`src/rtl/bin_ep_pkg.sv`:
```
package bin_ep_pkg;

  // Field positions inside the status word.
  localparam int unsigned BIT_SPACE   = 0;
  localparam int unsigned BIT_DONE    = 1;
  localparam int unsigned BIT_FLUSH   = 2;
  localparam int unsigned BIT_UNDR    = 3;
  localparam int unsigned BIT_STALLED = 4;
  localparam int unsigned BIT_FSTALL  = 5;
  localparam int unsigned BIT_SHORT   = 7;

  // Index of each sticky flag in the flag bank.
  localparam int unsigned NFLAGS      = 3;
  localparam int unsigned FLG_DONE    = 0;
  localparam int unsigned FLG_UNDR    = 1;
  localparam int unsigned FLG_STALLED = 2;

  typedef struct packed {
    logic short_go;
    logic fstall_we;
    logic fstall_val;
    logic stalled_clr;
    logic undr_clr;
    logic flush_go;
    logic done_clr;
  } ctl_wr_t;

  function automatic ctl_wr_t decode_wr(input logic we, input logic [31:0] d);
    ctl_wr_t c;
    c.short_go    = we & d[BIT_SHORT];
    c.fstall_we   = we;
    c.fstall_val  = d[BIT_FSTALL];
    c.stalled_clr = we & d[BIT_STALLED];
    c.undr_clr    = we & d[BIT_UNDR];
    c.flush_go    = we & d[BIT_FLUSH];
    c.done_clr    = we & d[BIT_DONE];
    return c;
  endfunction

endpackage

```
`src/rtl/bin_ep_regif.sv`:
```
module bin_ep_regif
  import bin_ep_pkg::*;
#(
  parameter int unsigned DW = 32
) (
  input  logic              reg_wr,
  input  logic              reg_rd,
  input  logic [DW-1:0]     reg_wdata,
  input  logic              space_i,
  input  logic [NFLAGS-1:0] flags_i,
  input  logic              fstall_i,
  output ctl_wr_t           ctl_o,
  output logic [DW-1:0]     reg_rdata
);

  logic [DW-1:0] word;
  logic          unused_wbits;

  // Bit 0 (read-only), bit 6 and everything above bit 7 carry nothing on a write.
  assign unused_wbits = ^{reg_wdata[DW-1:8], reg_wdata[6], reg_wdata[0]};

  assign ctl_o = decode_wr(reg_wr, reg_wdata[31:0]);

  always_comb begin
    word                = '0;
    word[BIT_SPACE]     = space_i;
    word[BIT_DONE]      = flags_i[FLG_DONE];
    word[BIT_UNDR]      = flags_i[FLG_UNDR];
    word[BIT_STALLED]   = flags_i[FLG_STALLED];
    word[BIT_FSTALL]    = fstall_i;
    // The flush and short-commit strobes always read back as zero.
  end

  assign reg_rdata = reg_rd ? word : '0;

endmodule

```
`src/rtl/bin_ep_flags.sv`:
```
module bin_ep_flags #(
  parameter int unsigned N = 3
) (
  input  logic         clk,
  input  logic         rst_n,
  input  logic [N-1:0] set_i,
  input  logic [N-1:0] clr_i,
  output logic [N-1:0] q_o
);

  for (genvar g = 0; g < N; g++) begin : g_flag
    logic q;

    always_ff @(posedge clk) begin
      if (!rst_n)        q <= 1'b0;
      else if (set_i[g]) q <= 1'b1;
      else if (clr_i[g]) q <= 1'b0;
    end

    assign q_o[g] = q;


    set_wins_chk: assert property (@(posedge clk) disable iff (!rst_n)
      set_i[g] |=> q_o[g]);


    clr_only_chk: assert property (@(posedge clk) disable iff (!rst_n)
      (clr_i[g] && !set_i[g]) |=> !q_o[g]);


    hold_chk: assert property (@(posedge clk) disable iff (!rst_n)
      (!clr_i[g] && !set_i[g]) |=> $stable(q_o[g]));
  end

endmodule

```
`src/rtl/bin_ep_occ.sv`:
```
module bin_ep_occ #(
  parameter int unsigned FIFO_BYTES = 64,
  parameter int unsigned MAX_PKT    = 64,
  localparam int unsigned CW = $clog2(FIFO_BYTES + 1),
  localparam int unsigned SW = $clog2(MAX_PKT + 1)
) (
  input  logic          clk,
  input  logic          rst_n,
  input  logic          push_i,
  input  logic          sent_i,
  input  logic [SW-1:0] sent_bytes_i,
  input  logic          flush_i,
  input  logic          commit_i,
  output logic          ready_o,
  output logic          space_o
);

  logic [CW-1:0] count;
  logic          pend;
  logic [SW-1:0] take;

  // One cycle of occupancy: the bytes sent leave first (never below zero), then a push is
  // accepted only if the FIFO was not already full.
  function automatic logic [CW-1:0] occ_step(input logic [CW-1:0] cur,
                                             input logic          add,
                                             input logic [SW-1:0] sub);
    logic [CW:0] t;
    logic [CW:0] tk;
    tk = (CW+1)'(sub);
    if (tk > {1'b0, cur}) tk = {1'b0, cur};
    t = {1'b0, cur} - tk;
    if (add && (cur < CW'(FIFO_BYTES))) t = t + (CW+1)'(1);
    return t[CW-1:0];
  endfunction

  function automatic logic has_room(input logic [CW-1:0] cur, input logic p);
    logic [CW-1:0] free;
    free = CW'(FIFO_BYTES) - cur;
    return (free >= CW'(MAX_PKT)) && !p;
  endfunction

  assign take = sent_i ? sent_bytes_i : '0;

  always_ff @(posedge clk) begin
    if (!rst_n)       count <= '0;
    else if (flush_i) count <= '0;
    else              count <= occ_step(count, push_i, take);
  end

  // A commit write wins over a send in the same cycle; a flush cancels both.
  always_ff @(posedge clk) begin
    if (!rst_n)        pend <= 1'b0;
    else if (flush_i)  pend <= 1'b0;
    else if (commit_i) pend <= 1'b1;
    else if (sent_i)   pend <= 1'b0;
  end

  assign ready_o = (count >= CW'(MAX_PKT)) || pend;
  assign space_o = has_room(count, pend);


  occ_cap_chk: assert property (@(posedge clk) disable iff (!rst_n)
    count <= CW'(FIFO_BYTES));


  flush_empties_chk: assert property (@(posedge clk) disable iff (!rst_n)
    flush_i |=> (count == '0) && !ready_o);


  commit_ready_chk: assert property (@(posedge clk) disable iff (!rst_n)
    (commit_i && !flush_i) |=> ready_o);


  sent_drains_chk: assert property (@(posedge clk) disable iff (!rst_n)
    (sent_i && !push_i && !flush_i && !commit_i && (CW'(sent_bytes_i) >= count))
      |=> (count == '0) && space_o);

endmodule

```
`src/rtl/bin_ep_csr.sv`:
```
module bin_ep_csr
  import bin_ep_pkg::*;
#(
  parameter int unsigned FIFO_BYTES = 64,
  parameter int unsigned MAX_PKT    = 64,
  parameter int unsigned DW         = 32,
  localparam int unsigned SW = $clog2(MAX_PKT + 1)
) (
  input  logic          clk,
  input  logic          rst_n,
  input  logic          reg_wr,
  input  logic          reg_rd,
  input  logic [DW-1:0] reg_wdata,
  output logic [DW-1:0] reg_rdata,
  input  logic          push,
  input  logic          pkt_sent,
  input  logic [SW-1:0] sent_bytes,
  input  logic          underrun_evt,
  input  logic          stall_evt,
  output logic          flush_req,
  output logic          pkt_ready,
  output logic          stall_force
);

  ctl_wr_t           ctl;
  logic [NFLAGS-1:0] flag_set;
  logic [NFLAGS-1:0] flag_clr;
  logic [NFLAGS-1:0] flags;
  logic              space;
  logic              fstall_q;
  logic              flush_q;

  bin_ep_regif #(.DW(DW)) regif_i (
    .reg_wr    (reg_wr),
    .reg_rd    (reg_rd),
    .reg_wdata (reg_wdata),
    .space_i   (space),
    .flags_i   (flags),
    .fstall_i  (fstall_q),
    .ctl_o     (ctl),
    .reg_rdata (reg_rdata)
  );

  always_comb begin
    flag_set              = '0;
    flag_clr              = '0;
    flag_set[FLG_DONE]    = pkt_sent;
    flag_set[FLG_UNDR]    = underrun_evt;
    flag_set[FLG_STALLED] = stall_evt;
    flag_clr[FLG_DONE]    = ctl.done_clr;
    flag_clr[FLG_UNDR]    = ctl.undr_clr;
    flag_clr[FLG_STALLED] = ctl.stalled_clr;
  end

  bin_ep_flags #(.N(NFLAGS)) flags_i (
    .clk   (clk),
    .rst_n (rst_n),
    .set_i (flag_set),
    .clr_i (flag_clr),
    .q_o   (flags)
  );

  bin_ep_occ #(.FIFO_BYTES(FIFO_BYTES), .MAX_PKT(MAX_PKT)) occ_i (
    .clk          (clk),
    .rst_n        (rst_n),
    .push_i       (push),
    .sent_i       (pkt_sent),
    .sent_bytes_i (sent_bytes),
    .flush_i      (ctl.flush_go),
    .commit_i     (ctl.short_go),
    .ready_o      (pkt_ready),
    .space_o      (space)
  );

  always_ff @(posedge clk) begin
    if (!rst_n)             fstall_q <= 1'b0;
    else if (ctl.fstall_we) fstall_q <= ctl.fstall_val;
  end

  always_ff @(posedge clk) begin
    if (!rst_n) flush_q <= 1'b0;
    else        flush_q <= ctl.flush_go;
  end

  assign stall_force = fstall_q;
  assign flush_req   = flush_q;


  flush_pulse_chk: assert property (@(posedge clk) disable iff (!rst_n)
    (reg_wr && reg_wdata[BIT_FLUSH]) |=> flush_req);


  stall_follow_chk: assert property (@(posedge clk) disable iff (!rst_n)
    reg_wr |=> (stall_force == $past(reg_wdata[BIT_FSTALL])));


  rd_idle_chk: assert property (@(posedge clk) disable iff (!rst_n)
    !reg_rd |-> (reg_rdata == '0));

endmodule

```
`config.mk`:
```
export PLATFORM = sky130hd
export DESIGN_NAME = bin_ep_csr
export DESIGN_NICKNAME = d
export VERILOG_FILES = /design/src/rtl/bin_ep_pkg.sv /design/src/rtl/bin_ep_regif.sv /design/src/rtl/bin_ep_flags.sv /design/src/rtl/bin_ep_occ.sv /design/src/rtl/bin_ep_csr.sv
export SDC_FILE = /design/constraint.sdc
export NUM_CORES = 1
export LEC_CHECK = 0
export BUFFER_PORTS_ARGS = -buffer_cell sky130_fd_sc_hd__buf_2
export CAP_MARGIN = 0
export CORE_MARGIN = 4
export CORE_UTILIZATION = 43
export CTS_CLUSTER_SIZE = 10
export DETAILED_ROUTE_END_ITERATION = 7
export GPL_TIMING_DRIVEN = 0
export PLACE_DENSITY = 0.77
export RECOVER_POWER = 100
export SLEW_MARGIN = 40
export SYNTH_ARGS = -nofsm -noshare
export SYNTH_HDL_FRONTEND = slang
export SYNTH_SLANG_ARGS = --single-unit
```
`constraint.sdc`:
```
create_clock -name clk -period 6.02 [get_ports clk]
set_input_delay 1.204 -clock clk [delete_from_list [all_inputs] [get_ports clk]]
set_output_delay 1.204 -clock clk [all_outputs]
set_load 0.005 [all_outputs]
```
==> flow_summary.toml <==
[outcome]
status = "finished, final reports clean"

[worst_setup_path]
cp.required_ns = 6.18
worstSetupPathType = "primary input to flop"
regToRegStartpoint = "occ_i.count[6]"
cp-start-kind = "primary input"
worstSetupStartpoint = "pkt_sent"
cp.arrival_ns = 5.20
endpoint_kind = "flop"
cp_max_fo = 10
reg2reg_depth = 17

[die]
start_util_pct = 46.5
die_h_um = 63.6
dieArea_mm2 = 0.00404
core_area_mm2 = 0.00285
rows = 19
die_x_um = 63.6
io_pins = 82

[clock_tree]
cts.repair.resized = 0
cts_tree = "done"
post_cts_buffers = 0
cts-root-buf = "clkbuf_4"
cts-buffers-inserted = 3
cts_hold_buf = 0
insertion_delay_ns = 0.28
h-tree-depth = 1
cts_buffer_depth = 2
clock_sinks = 13
clk_pin_slew_worst_paths_ns = 0.08

[synthesis]
ys_seq_area_share_pct = 19.6
synthTopCellsByArea = "dfxtp_1, buf_4, ha_1"
yosysTopAreaCellShare_pct = 19.6
ys_seq_elements = 13
synth_common_cells = "buf_4, dfxtp_1, ha_1"
yosysWarnings = 0
synth_top_cell_by_area = "dfxtp_1"
synth_cell_type_count = 40
synth_edf_count = 0
yosysMostFrequentCell = "buf_4"
synthArstFlopShare_pct = 0
syn_area_mm2 = 0.00133
synthCells = 164
synth_ff_type = "dfxtp_1"
avgSynthCellArea_um2 = 8.09

[job]
drv_cap = 0

[detailed_routing]
wirelength_mm = 2.68
drtIter0Drc = 60
wl_per_cell_um = 10.7
postRouteAntennaNets = 0
via_count = 1146
firstDrtPassIters = 4
vias_per_cell = 4.57
drc = 0

[pwr]
p_switching_mw = 0.287
combPwrFrac_pct = 71.2
power_frac_clock_pct = 8.7
power.density_mw_per_mm2 = 394
pwr-share-seq_pct = 20.1
total_leakage_power_nw = 0.827
ir_drop_mv = 0.202
p_int_mw = 0.344
swShare_pct = 45.5

[global_route]
antenna_found_initial = 0
grt_pass1_vias = 1024
grt_pass1_wl_mm = 4.36
grt_usage_pct = 13.1
grt_max_degree = 11
grt_overflow_total = 0

[worst_hold_path]
hp-start = "flags_i.g_flag[2].q"
hp-class = "flop to flop"
min_path_cells = 2

[final_layout]
nNetsFinal = 282
design_area_mm2 = 0.00160
drive_gt1_share_pct = 25.5
antenna_cells = 0
area_growth_pct = 20.8

[sta]
tightest_slew_ns = 0.753
slew_violations = 0
period_needed_ns = 5.03
final_hold_viol_count = 0
fin_ws_ns = 0.987
fmax_mhz = 199
slew_headroom_pct = 49.6
tns_ns = 0
finalCritPeriodShare_pct = 83.6
setup_viol = 0
rsz0062_at_grt = "false"
finClkSkew_ns = 0.00241

[placement]
gp_congestion = 0.853
placed_area_mm2 = 0.00159
dp_slack_ns = 0.993
dp_hpwl_mm = 2.29
numPortBuffers = 26
## critical path: stages
cell	delay [ns]
clkbuf_1	0.19
and2_0	0.23
ha_1	0.33
nand4_1	0.11
a31oi_1	0.21
a21oi_1	0.15
a31oi_1	0.59
nand2_1	0.11
o21ai_0	0.11
ha_1	0.20
inv_1	0.06
fa_1	0.40
a21o_1	0.17
a21oi_1	0.22
xnor2_1	0.20
or4b_1	0.48
xnor2_1	0.17
nor2_1	0.06
## through the flow
| stage | cells | utilization, % | hold slack, ns | power [mW] |
|---|---|---|---|---|
| 6_report | 251 | 56.2 | 0.507 | 0.631 |
| 5_1_grt | 251 | 56.2 | 0.546 | 0.700 |
| 4_1_cts | 251 | 56.8 | 0.515 | 0.640 |
| 3_5_place_dp | 247 | 55.9 | 0.492 | 0.582 |
| 3_3_place_gp | 247 | 55.9 | 0.481 | 0.571 |
| 2_1_floorplan | 190 | - | 0.464 | 0.496 |
## routing by layer
| layer | routed length [µm] | global-route usage [%] | part of all wire [%] | vias to the layer above |
|---|---|---|---|---|
| met1 | 1230 | 16.1 | 46 | 492 |
| li1 | - | - | - | 612 |
| met5 | 0 | 0 | 0 | - |
| met2 | 1260 | 22.4 | 47 | 37 |
| met4 | 44 | 5.66 | 1.6 | 0 |
| met3 | 157 | 2.13 | 5.8 | 5 |
## cell usage in the layout, fill, tap and decap left out, drive strengths merged
cell     n
buf     48
conb    27
ha      13
dfxtp   13
clkbuf  11
nand2   10
nor2    10
inv     10
xnor2    9
a21oi    9
and2     9
nor2b    7
mux2i    6
o21ai    4
nand4    3
a31oi    3
xor2     3
or2      3
nand2b   2
nor3b    2
nand3    2
or3b     2
o221ai   1
nor3     1
and3     1
a22oi    1
a21o     1
a211oi   1
o211ai   1
and2b    1
o2111a   1
nand3b   1
or2b     1
a311oi   1
or4b     1
fa       1
## area by class of cell
class / count / area, µm²
Multi-Input combinational cell: 138 / 906
Buffer: 29 / 210
Sequential cell: 13 / 260
Inverter: 10 / 37.5
Timing Repair Buffer: 26 / 125
Clock buffer: 4 / 26.3
Tap cell: 31 / 38.8
Fill cell: 285 / 1250
## final timing paths
check | endpoint | slack, ns
max | occ_i.count[6] | 0.99
min | flags_i.g_flag[2].q | 0.51
max reg2reg | occ_i.count[6] | 1.79
min reg2reg | flags_i.g_flag[2].q | 0.51
## power groups by stage
| stage | Clock [mW] | Combinational, mW | Sequential (mW) |
|---|---|---|---|
| after CTS | 0.0574 | 0.456 | 0.127 |
| after global placement | 0 | 0.443 | 0.128 |
| after floorplan | 0 | 0.373 | 0.123 |
| final | 0.0551 | 0.450 | 0.127 |
| after detailed placement | 0 | 0.453 | 0.129 |
| after global routing | 0.0620 | 0.508 | 0.130 |
## registers in the layout (all words and copies together) (netlist names)
signal,flops
flush_req,1
occ_i.pend,1
stall_force,1
flags_i.g_flag.q,3
occ_i.count,7
## cell families (layout without fill, tap and decap cells)
group                      Yosys count  count (layout)  synth area share, %
AOI/OAI and AO/OA                   23              23                 11.2
xor gates and xnor gates            12              12                 7.92
adders and majority gates           14              14                 13.8
buffers and inverters               39              69                 18.8
DFF                                 13              13                 19.6
muxes                                6               6                 4.52
other                                1              27                0.282
and+or+nand+nor                     56              56                 23.9
Note: power is estimated with default switching activity, not from simulation.
